<file path="config.mk">
export PLATFORM = sky130hd
export DESIGN_NAME = evq_append_engine
export DESIGN_NICKNAME = d
export VERILOG_FILES = /design/src/rtl/evq_pkg.sv /design/src/rtl/evq_size_decode.sv /design/src/rtl/evq_entry_format.sv /design/src/rtl/evq_ptr_advance.sv /design/src/rtl/evq_append_engine.sv
export SDC_FILE = /design/constraint.sdc
export NUM_CORES = 1
export LEC_CHECK = 0
export ABC_AREA = 1
export BUFFER_PORTS_ARGS = -buffer_cell sky130_fd_sc_hd__buf_2
export CORE_MARGIN = 2
export CORE_UTILIZATION = 30
export CTS_BUF_LIST = sky130_fd_sc_hd__clkbuf_8
export DETAILED_ROUTE_END_ITERATION = 10
export GPL_ROUTABILITY_DRIVEN = 0
export MAX_ROUTING_LAYER = met4
export PLACE_DENSITY = 0.53
export RECOVER_POWER = 50
export SLEW_MARGIN = 20
export SYNTH_ARGS = -nofsm -noshare
export SYNTH_HDL_FRONTEND = slang
export SYNTH_HIERARCHICAL = 1
export SYNTH_SLANG_ARGS = --single-unit
</file>
<file path="constraint.sdc">
create_clock -name clk -period 3.3 [get_ports clk]
set_clock_uncertainty 0.05 [all_clocks]
set_input_delay 0.495 -clock clk [delete_from_list [all_inputs] [get_ports clk]]
set_output_delay 0.495 -clock clk [all_outputs]
set_load 0.01 [all_outputs]
</file>
<file path="src/rtl/evq_pkg.sv">
package evq_pkg;

  typedef enum logic [2:0] {
    ST_IDLE,
    ST_FETCH,
    ST_CHECK,
    ST_WRITE,
    ST_WAIT,
    ST_UPDATE
  } evq_state_t;

  // log2 of the entry size in bytes
  localparam int ENTRY_LOG2 = 2;
  localparam int ENTRY_BYTES = 1 << ENTRY_LOG2;

endpackage

</file>
<file path="src/rtl/evq_size_decode.sv">
module evq_size_decode #(
  parameter int IDX_W      = 22,
  parameter int CL_LOG2    = 7,
  parameter int PG_LOG2    = 12,
  parameter int CL_MAX_EXP = 4,
  parameter int PG_MAX_EXP = 12
) (
  input  logic             chunk_sel,
  input  logic [3:0]       size_exp,
  output logic             legal,
  output logic [IDX_W:0]   capacity
);
  import evq_pkg::*;

  localparam logic [IDX_W:0] ONE = (IDX_W+1)'(1);

  int shift;
  logic in_range;

  always_comb begin
    in_range = chunk_sel ? (int'(size_exp) <= CL_MAX_EXP)
                         : (int'(size_exp) <= PG_MAX_EXP);
    shift    = (chunk_sel ? CL_LOG2 : PG_LOG2) + int'(size_exp) - ENTRY_LOG2;
    if (in_range && shift >= 0 && shift <= IDX_W) begin
      legal    = 1'b1;
      capacity = ONE << shift;
    end else begin
      legal    = 1'b0;
      capacity = '0;
    end
  end

endmodule

</file>
<file path="src/rtl/evq_entry_format.sv">
module evq_entry_format #(
  parameter int ADDR_W = 48,
  parameter int IDX_W  = 22
) (
  input  logic [ADDR_W-1:0] base,
  input  logic [IDX_W-1:0]  index,
  input  logic              gen,
  input  logic [30:0]       payload,
  output logic [ADDR_W-1:0] addr,
  output logic [31:0]       data
);
  import evq_pkg::*;

  localparam int NBYTES = 4;

  logic [31:0] entry;

  assign entry = {gen, payload};
  assign addr  = base + ADDR_W'({index, {ENTRY_LOG2{1'b0}}});

  // byte lane b of the bus carries entry byte (NBYTES-1-b): big-endian
  for (genvar b = 0; b < NBYTES; b++) begin : g_lane
    assign data[8*b +: 8] = entry[8*(NBYTES-1-b) +: 8];
  end

endmodule

</file>
<file path="src/rtl/evq_ptr_advance.sv">
module evq_ptr_advance #(
  parameter int IDX_W = 22
) (
  input  logic [IDX_W-1:0] index,
  input  logic             gen,
  input  logic [IDX_W:0]   capacity,
  output logic [IDX_W-1:0] next_index,
  output logic             next_gen
);
  logic [IDX_W:0] bumped;
  logic           wrap;

  assign bumped     = {1'b0, index} + (IDX_W+1)'(1);
  assign wrap       = (bumped >= capacity);
  assign next_index = wrap ? '0 : bumped[IDX_W-1:0];
  assign next_gen   = gen ^ wrap;

endmodule

</file>
<file path="src/rtl/evq_append_engine.sv">
module evq_append_engine #(
  parameter int ADDR_W     = 48,
  parameter int IDX_W      = 22,
  parameter int CL_LOG2    = 7,
  parameter int PG_LOG2    = 12,
  parameter int CL_MAX_EXP = 4,
  parameter int PG_MAX_EXP = 12
) (
  input  logic              clk,
  input  logic              rst,
  input  logic              ev_valid,
  output logic              ev_ready,
  input  logic [30:0]       ev_payload,
  output logic              desc_rd_req,
  input  logic              desc_rd_valid,
  input  logic [ADDR_W-1:0] desc_base,
  input  logic [31:0]       desc_pos,
  input  logic              desc_chunk_sel,
  input  logic [3:0]        desc_size_exp,
  output logic              desc_wr_valid,
  output logic [31:0]       desc_wr_pos,
  output logic              mem_req_valid,
  input  logic              mem_req_ready,
  output logic [ADDR_W-1:0] mem_req_addr,
  output logic [31:0]       mem_req_data,
  input  logic              mem_rsp_valid,
  input  logic              mem_rsp_err,
  output logic              err_size,
  output logic              err_mem
);
  import evq_pkg::*;

  // position word: bit 31 generation, low IDX_W bits index, rest carried through
  localparam int GEN_BIT = 31;

  evq_state_t        state;
  logic [30:0]       pay_q;
  logic [ADDR_W-1:0] base_q;
  logic [31:0]       pos_q;
  logic              chunk_q;
  logic [3:0]        exp_q;

  logic              size_ok;
  logic [IDX_W:0]    cap;
  logic [ADDR_W-1:0] slot_addr;
  logic [31:0]       slot_data;
  logic [IDX_W-1:0]  nxt_idx;
  logic              nxt_gen;

  evq_size_decode #(
    .IDX_W(IDX_W), .CL_LOG2(CL_LOG2), .PG_LOG2(PG_LOG2),
    .CL_MAX_EXP(CL_MAX_EXP), .PG_MAX_EXP(PG_MAX_EXP)
  ) u_size (
    .chunk_sel(chunk_q),
    .size_exp (exp_q),
    .legal    (size_ok),
    .capacity (cap)
  );

  evq_entry_format #(.ADDR_W(ADDR_W), .IDX_W(IDX_W)) u_fmt (
    .base   (base_q),
    .index  (pos_q[IDX_W-1:0]),
    .gen    (pos_q[GEN_BIT]),
    .payload(pay_q),
    .addr   (slot_addr),
    .data   (slot_data)
  );

  evq_ptr_advance #(.IDX_W(IDX_W)) u_adv (
    .index     (pos_q[IDX_W-1:0]),
    .gen       (pos_q[GEN_BIT]),
    .capacity  (cap),
    .next_index(nxt_idx),
    .next_gen  (nxt_gen)
  );

  assign ev_ready = (state == ST_IDLE);

  always_ff @(posedge clk) begin
    if (rst) begin
      state         <= ST_IDLE;
      pay_q         <= '0;
      base_q        <= '0;
      pos_q         <= '0;
      chunk_q       <= 1'b0;
      exp_q         <= '0;
      desc_rd_req   <= 1'b0;
      desc_wr_valid <= 1'b0;
      desc_wr_pos   <= '0;
      mem_req_valid <= 1'b0;
      mem_req_addr  <= '0;
      mem_req_data  <= '0;
      err_size      <= 1'b0;
      err_mem       <= 1'b0;
    end else begin
      err_size      <= 1'b0;
      err_mem       <= 1'b0;
      desc_wr_valid <= 1'b0;
      case (state)
        ST_IDLE: begin
          if (ev_valid) begin
            pay_q       <= ev_payload;
            desc_rd_req <= 1'b1;
            state       <= ST_FETCH;
          end
        end
        ST_FETCH: begin
          if (desc_rd_valid) begin
            desc_rd_req <= 1'b0;
            base_q      <= desc_base;
            pos_q       <= desc_pos;
            chunk_q     <= desc_chunk_sel;
            exp_q       <= desc_size_exp;
            state       <= ST_CHECK;
          end
        end
        ST_CHECK: begin
          if (!size_ok) begin
            err_size <= 1'b1;
            state    <= ST_IDLE;
          end else begin
            mem_req_valid <= 1'b1;
            mem_req_addr  <= slot_addr;
            mem_req_data  <= slot_data;
            state         <= ST_WRITE;
          end
        end
        ST_WRITE: begin
          if (mem_req_ready) begin
            mem_req_valid <= 1'b0;
            state         <= ST_WAIT;
          end
        end
        ST_WAIT: begin
          if (mem_rsp_valid) begin
            if (mem_rsp_err) begin
              err_mem <= 1'b1;
              state   <= ST_IDLE;
            end else begin
              desc_wr_valid <= 1'b1;
              desc_wr_pos   <= {nxt_gen, pos_q[GEN_BIT-1:IDX_W], nxt_idx};
              state         <= ST_UPDATE;
            end
          end
        end
        ST_UPDATE: state <= ST_IDLE;
        default:   state <= ST_IDLE;
      endcase
    end
  end

endmodule

</file>
==> metrics.md, run 1 <==
| Metric | Value |
|---|---|
| Status | `finished with violations` |
| Violations in the final reports | `setup timing` |
| Summed instance area of the synthesized netlist | `13500 sq um` |
| Pwr dens | `636 nW/um^2` |
| Fmax | `281 MHz` |
| Initial antenna violation count | `5` |
| Most instantiated cells after synthesis | `nor2_1 (419), nand2_1 (351), inv_1 (305)` |
| Type of the worst setup path | `flip-flop to flip-flop` |
| Top Ports | `between 200 and 250` |
| Max_cap viols | `0` |
| Syn Area/Cell | `6.54 sq um` |
| Global-route wire length before repair | `65.7 mm` |
| Master cell of the clock root buffer | `clkbuf_8` |
| Clk_lat worst skew | `630 ps` |
| Top cell by count, worst path | `inv_2` |
| Post-detailed-route via-to-cell ratio | `4.51` |
| Post-layout net count | `2458` |
| Horiz. Die Dim | `about 220 um` |
| CTS H-tree depth | `2` |
| Final Hold Slack | `69.5 ps` |
| 1st-pass router iterations | `5` |
| Total gr overflow | `0` |
| Actual transition at the worst max-transition pin | `1430 ps` |
| Critical path data required time | `between 3000 and 4000 ps` |
| Number of cell rows | `77` |
| Final worst path period need | `3560 ps` |
| Distinct cell type count of the synthesized netlist | `35` |
| Via Count | `13.1k` |
| Unrepaired setup endpoints after global routing | `true` |
| Pin count of the biggest net entering global routing | `92` |
| Total length of routed wires | `42.1 mm` |
| CP arrival | `4030 ps` |
| Proportion of synthesized chip area in sequential cells | `0.351` |
| Share of flip-flops with an asynchronous set or reset | `0` |
| Area of the multi-input gates | `7120 sq um` |
| Main area contributors after synthesis | `dfxtp_1 (35%), nor2_1 (12%), nand2_1 (9.8%)` |
| Largest voltage drop on the vdd net | `345 uV` |
| GRT Resource Usage Total | `0.182` |
| Most repeated cell in the gate-level netlist after synthesis | `nor2_1` |
| Ys flop type | `dfxtp_1` |
| PortBufs | `240` |
| Initial standard-cell utilization of the core | `0.304` |
| Smallest setup slack after layout | `-259 ps` |
| Maximum fanout along the worst path | `6` |
| Min-delay worst type | `input pin to flip-flop` |
| Reported leakage power | `7.60 nW` |
| Count of buffer and inverter cells on the critical path | `8` |
| Startpoint Class | `flip-flop` |
| Area added between synthesis and finish | `21.8%` |
| Clock transition at path regs | `about 60 ps` |
| Maximum clock path buffer count | `3` |
| Post-synthesis net count | `2232` |
| EDFF count, synth | `0` |
| Area of all sequential standard cells | `4730 sq um` |
| Die span in y | `216 um` |
| Cell with the largest stage delay on the worst path | `fa_2` |
| Final Cycle Share | `1.08` |
| Core area | `~44000 sq um` |
| Critical path capture point type | `flip-flop` |
| Relative slew slack | `0.0498` |
| Via count of the first global-routing pass | `12.6k` |
| Share of the synthesized area in the top cell type | `0.351` |
| Number of clock sinks | `236` |
| Filler instances | `4841` |
| Number of standard cells after synthesis | `2056` |
| Yosys reg bits | `236` |
| Placement-stage cell area | `15100 sq um` |
| Wirelength per Cell | `14.4 um` |
| TritonCTS clock tree | `yes` |
| Final core utilization | `0.371` |
| Antenna Nets Post-Route | `0` |
| Setup-failing EPs final | `25` |
| Cell type contributing the most total cell area after synthesis | `dfxtp_1` |
| Largest stage delay, worst path | `about 600 ps` |
| Endpoints failing hold | `0` |
| Top Family by Delay on Critical Path | `adder cells` |
| DRC | `0` |
| Post-layout instance area | `16400 sq um` |
| Warnings, synthesis | `6` |
| Total clock buffers created by CTS | `44` |
| Pre-CTS setup slack | `-247 ps` |
| Post-detailed-placement half-perimeter wirelength | `~32 mm` |
| First DRT Iteration DRCs | `755` |
| Slew Viols, Final | `0` |
| Full die area | `46600 sq um` |
| Layout cell share with drive strength beyond 1 | `0.163` |
final cells by class:
type                    instances  share of cell area
repair buffers                292              0.0954
multi-input cells            1394               0.434
clock buffers                  58              0.0487
diodes                          5            0.000763
clock inverters                24              0.0150
flip-flops and latches        236               0.288
well taps                     592              0.0452
inverters                     314              0.0721
sequential cells by signal, summed over array words and instances, names as in the netlist:
register / count
err_size: 1
base_q: 48
mem_req_valid: 1
mem_req_data: 32
chunk_q: 1
state: 3
desc_wr_pos: 32
err_mem: 1
exp_q: 4
desc_wr_valid: 1
desc_rd_req: 1
mem_req_addr: 48
pay_q: 31
pos_q: 32
cell usage in the layout, fill, tap and decap left out, types with 7 or more instances in the layout:
cell,instances
clkbuf_8,58
a21oi_1,103
nor3_1,17
o21ai_0,189
nand4_1,25
buf_6,7
o21ai_1,47
buf_2,123
buf_4,36
ha_1,43
inv_1,307
clkbuf_1,118
inv_2,16
nor2_2,35
nand2_1,343
nand3_1,71
dfxtp_1,234
xor2_1,31
ha_4,8
nor2_1,399
nor2_4,17
nand2_2,22
metrics by stage:
step | TNS, ps | instances | total power (W)
5_1_grt | -24100 | 2915 | 0.0112
3_3_place_gp | -3920 | 2820 | 0.00681
6_report | -5060 | 2915 | 0.0104
4_1_cts | -3140 | 2905 | 0.0103
3_5_place_dp | -5080 | 2820 | 0.00686
2_1_floorplan | -629 | 2056 | 0.00592
repair_timing:
item / in CTS / in global routing
hold buffers: 0 / 0
setup endpoints to repair: 23 / 24
buffers inserted: 1 / 3
pin swaps: 18 / 31
gates resized for setup: 18 / 73
gates cloned: 2 / 2
cell families after synthesis:
family / after synthesis / share of synthesized area
simple gates: 953 / 0.301
compound gates: 349 / 0.131
xor+xnor: 37 / 0.0246
fa+ha+maj: 53 / 0.0504
flops: 236 / 0.351
buf+inv: 428 / 0.142
layer usage:
layer,global-route usage,part of all wire,wire length [um]
met1,0.218,0.44,18500
met2,0.301,0.47,19900
met3,0.0421,0.056,2370
met4,0.0595,0.030,1270
met5,-,0,0
final timing paths:
| kind | end | depth (start not counted) | startpoint | slack (ps) |
|---|---|---|---|---|
| min | base_q[6] | 3 | desc_base[6] | 70 |
| max reg2reg | desc_wr_pos[0] | 26 | chunk_q | -260 |
| max | desc_wr_pos[0] | 26 | chunk_q | -260 |
| min reg2reg | mem_req_addr[47] | 2 | mem_req_addr[47] | 390 |
power breakdown:
part	leakage, nW	internal (W)	total (W)	switching, W
clock	0.573	0.00198	0.00330	0.00132
sequential	1.93	0.00332	0.00365	0.000335
combinational	5.10	0.00135	0.00347	0.00212
total	7.60	0.00664	0.0104	0.00378
tightest hold or removal path, cell delays in order:
cell and delay, ps:
buf_2 70, o21ai_0 70, nor2_1 70
(Power assumes the default switching activity.)
==> run 2, diff against run 1 <==
--- a/config.mk
+++ b/config.mk
@@ -5,7 +5,6 @@
 export SDC_FILE = /design/constraint.sdc
 export NUM_CORES = 1
 export LEC_CHECK = 0
-export ABC_AREA = 1
 export BUFFER_PORTS_ARGS = -buffer_cell sky130_fd_sc_hd__buf_2
 export CORE_MARGIN = 2
 export CORE_UTILIZATION = 30
==> run 2 against run 1 <==
  * Critical path depth fell by 5
  * Area after synthesis fell by 9.8%
  * Flip-flop and latch count did not move
  * Synthesized cell count fell by 23%
  * Sequential share of layout area rose by 2.9 points
  * Combinational power fell by 59%
  * Worst hold slack improved by 1.5 ps
  * Cell count fell by 19%
  * Die area fell by 9.7%
  * Register-to-register slack got worse by 250 ps
  * Fmax fell by 6.6%
  * Largest cell class unchanged
  * The run ends with capacitance limit, slew limit, setup timing left
  * Via count fell by 13%
==> metrics.md, run 2 <==
| Metric | Value |
|---|---|
| Sw Ratio | `0.307` |
| Smallest setup slack after layout | `-509 ps` |
| Combinational fraction of design power | `0.195` |
| Number of clock sinks | `between 200 and 250` |
| Share of flip-flops with an asynchronous set or reset | `0` |
| Post-layout net count | `a little under 2k` |
| Slew Viols, Final | `67` |
| Main area contributors after synthesis | `dfxtp_1 (39%), nand2_1 (14%), a21oi_1 (11%)` |
| Reported leakage power | `5.62 nW` |
| Type of the worst setup path | `flip-flop to flip-flop` |
| Total gr overflow | `0` |
| EDFF count, synth | `0` |
| Area added between synthesis and finish | `23.0%` |
| Core area | `39800 sq um` |
| Psw | `0.00223 W` |
| Post-detailed-route via-to-cell ratio | `4.86` |
| Via count of the first global-routing pass | `11.2k` |
| Startpoint Class | `flip-flop` |
| Fmax | `263 MHz` |
| Most frequent standard cell in the layout excluding fill and tap cells | `nand2_1` |
| Total length of routed wires | `39.0 mm` |
| Master cell of the clock root buffer | `clkbuf_8` |
| Min-delay worst type | `input pin to flip-flop` |
| Proportion of synthesized chip area in sequential cells | `0.390` |
| DRC | `0` |
| Largest voltage drop on the vdd net | `between 200 and 250 uV` |
| Critical path data required time | `3780 ps` |
| Final-layout setup total negative slack | `-10440 ps` |
| Reg power frac | `0.426` |
| Distinct cell type count of the synthesized netlist | `84` |
| Endpoints failing hold | `0` |
| Max_cap viols | `2` |
| Post-synthesis net count | `about 1.8k` |
| Maximum clock path buffer count | `3` |
| R2r startpoint | `chunk_q` |
| Largest registers ranked by flip-flop count | `base_q (48), mem_req_addr (48)` |
| Cell type contributing the most total cell area after synthesis | `dfxtp_1` |
| Final Cycle Share | `1.15` |
| Status | `finished with violations` |
| 1st-pass router iterations | `7` |
| Violations in the final reports | `capacitance limit, slew limit, setup timing` |
| Hold path startpoint | `desc_base[20]` |
| Pin count of the biggest net entering global routing | `100` |
| Critical path capture point type | `flip-flop` |
| Most used cells in the layout excluding fill and tap cells | `nand2_1 (440), a21oi_1 (260), dfxtp_1 (234)` |
| Number of standard cells after synthesis | `1584` |
| Wirelength per Cell | `16.5 um` |
| Yosys reg bits | `236` |
| Maximum fanout along the worst path | `5` |
| Clock transition at path regs | `60 ps` |
| Ys flop type | `dfxtp_1` |
| Total clock buffers created by CTS | `45` |
| PortBufs | `240` |
| Hold buffer count at CTS | `0` |
| Syn Area/Cell | `between 7 and 8 sq um` |
| GRT Resource Usage Total | `0.186` |
| Number of placed instances with taps included | `2286` |
| Antenna Nets Post-Route | `0` |
| Global-route wire length before repair | `60.5 mm` |
| Summed instance area of the synthesized netlist | `about 12000 sq um` |
| Actual transition at the worst max-transition pin | `1540 ps` |
| Most repeated cell in the gate-level netlist after synthesis | `nand2_1` |
| Total power draw | `0.00727 W` |
| Full die area | `about 42000 sq um` |
| First DRT Iteration DRCs | `between 700 and 800` |
| Crit path capture | `desc_wr_pos[31]` |
| Layout cell share with drive strength beyond 1 | `0.183` |
| Relative slew slack | `-0.0255` |
| Final Instance Count excl. Fillers | `2367` |
| Number of cell rows | `73` |
| Setup slack on the worst flop-to-flop path | `-510 ps` |
| CTS H-tree depth | `2` |
| Initial standard-cell utilization of the core | `0.305` |
| Die span in y | `slightly above 200 um` |
| Setup-failing EPs final | `23` |
| Horiz. Die Dim | `205 um` |
| Unrepaired setup endpoints after global routing | `true` |
| Via Count | `around 11k` |
| Launching element of the worst setup path | `chunk_q` |
| Post-detailed-placement half-perimeter wirelength | `roughly 28 mm` |
| TritonCTS clock tree | `yes` |
| Initial antenna violation count | `3` |
| CP arrival | `between 4000 and 5000 ps` |
| Worst Reg-to-Reg Cells | `21` |
| Pwr dens | `487 nW/um^2` |
| Worst flop-to-flop path endpoint | `desc_wr_pos[31]` |
| Clk_lat worst skew | `600 ps` |
| Clock network power share | `0.378` |
| Top Ports | `241` |
| Share of the synthesized area in the top cell type | `0.390` |
| Warnings, synthesis | `6` |
| Final worst path period need | `3810 ps` |
| Int Pwr | `0.00504 W` |
| Most instantiated cells after synthesis | `nand2_1 (442), a21oi_1 (261), dfxtp_1 (236)` |
==> run 2: changes by cell type after synthesis, moves of 18 or more <==
cell / change
buf_6: -19
xnor2_1: +40
nor2_2: -22
o21ai_0: -194
nand2_1: +91
nor2b_1: +25
nor2_1: -383
a21oi_1: +158
clkbuf_1: +19
inv_1: -265
and3_1: +18
==> run 2: kinds of logic after synthesis <==
logic type	Yosys count	synth area share
compound gates	384	0.184
simple gates	669	0.251
mux	4	0.00340
flops	236	0.390
xor+xnor	63	0.0455
buf+inv	175	0.0706
fa+ha+maj	53	0.0559
==> run 2: per-layer routing <==
layer,global-route usage,up-vias,part of all wire
met3,0.0358,60,0.045
li1,-,5792,-
met2,0.298,247,0.47
met4,0.0581,0,0.025
met1,0.238,5399,0.46
met5,-,-,0
==> run 2: how the worst min path moves through the flow <==
stage                  endpoint  slack (ps)  cells past startpoint
2_1_floorplan         pos_q[22]         390                      2
3_3_place_gp   mem_req_data[26]         390                      2
3_5_place_dp    mem_req_data[8]         390                      2
4_1_cts              base_q[20]          20                      3
5_1_grt              base_q[24]          40                      3
6_report             base_q[20]          70                      3
==> run 2: cell type report <==
type                       instances  area [sq um]
clock inverter                    22           129
timing repair buffer             317          1710
tap                              525           657
antenna                            3          7.51
sequential                       236          4730
fill                            4346         24900
inverter                          40           153
multi-input combinational       1173          6830
clock buffer                      51           702
==> run 2: stage by stage <==
step	hold slack [ps]	instance area [sq um]	util	worst slack [ps]
finish	71.0	14900	0.375	-509
global route	38.2	14900	0.375	-702
CTS	21.2	14900	0.374	-534
detailed placement	393	14100	0.354	-598
global placement	386	14100	0.354	-496
floorplan	387	12300	-	-338
==> run 2: power groups by stage <==
stage | Sequential (W) | Clock [W] | Combinational [W]
6_report | 0.00310 | 0.00275 | 0.00142
5_1_grt | 0.00312 | 0.00298 | 0.00157
4_1_cts | 0.00310 | 0.00286 | 0.00136
3_5_place_dp | 0.00316 | 0 | 0.00135
3_3_place_gp | 0.00315 | 0 | 0.00134
2_1_floorplan | 0.00314 | 0 | 0.000924
==> run 2: critical path: stages (launching register included) <==
cell      delay (ps)
dfxtp_4          370
inv_4             40
ha_4             200
inv_2             60
ha_4             130
inv_2             40
fa_2             350
nand2b_4         160
o21ai_4          260
nand2_4          110
buf_4            150
nor3_2           170
inv_1             90
ha_4             280
nand3_2           60
nor4_2           280
nor4_2            90
o211ai_1         280
buf_4            210
xor2_1           140
nand3_1           80
a21oi_1          140
==> run 2: timing repair <==
item	in CTS	in global routing
buffers inserted	0	4
pin swaps	2	6
cloned	0	1
gates resized for setup	1	28
endpoints found under the setup margin	23	74
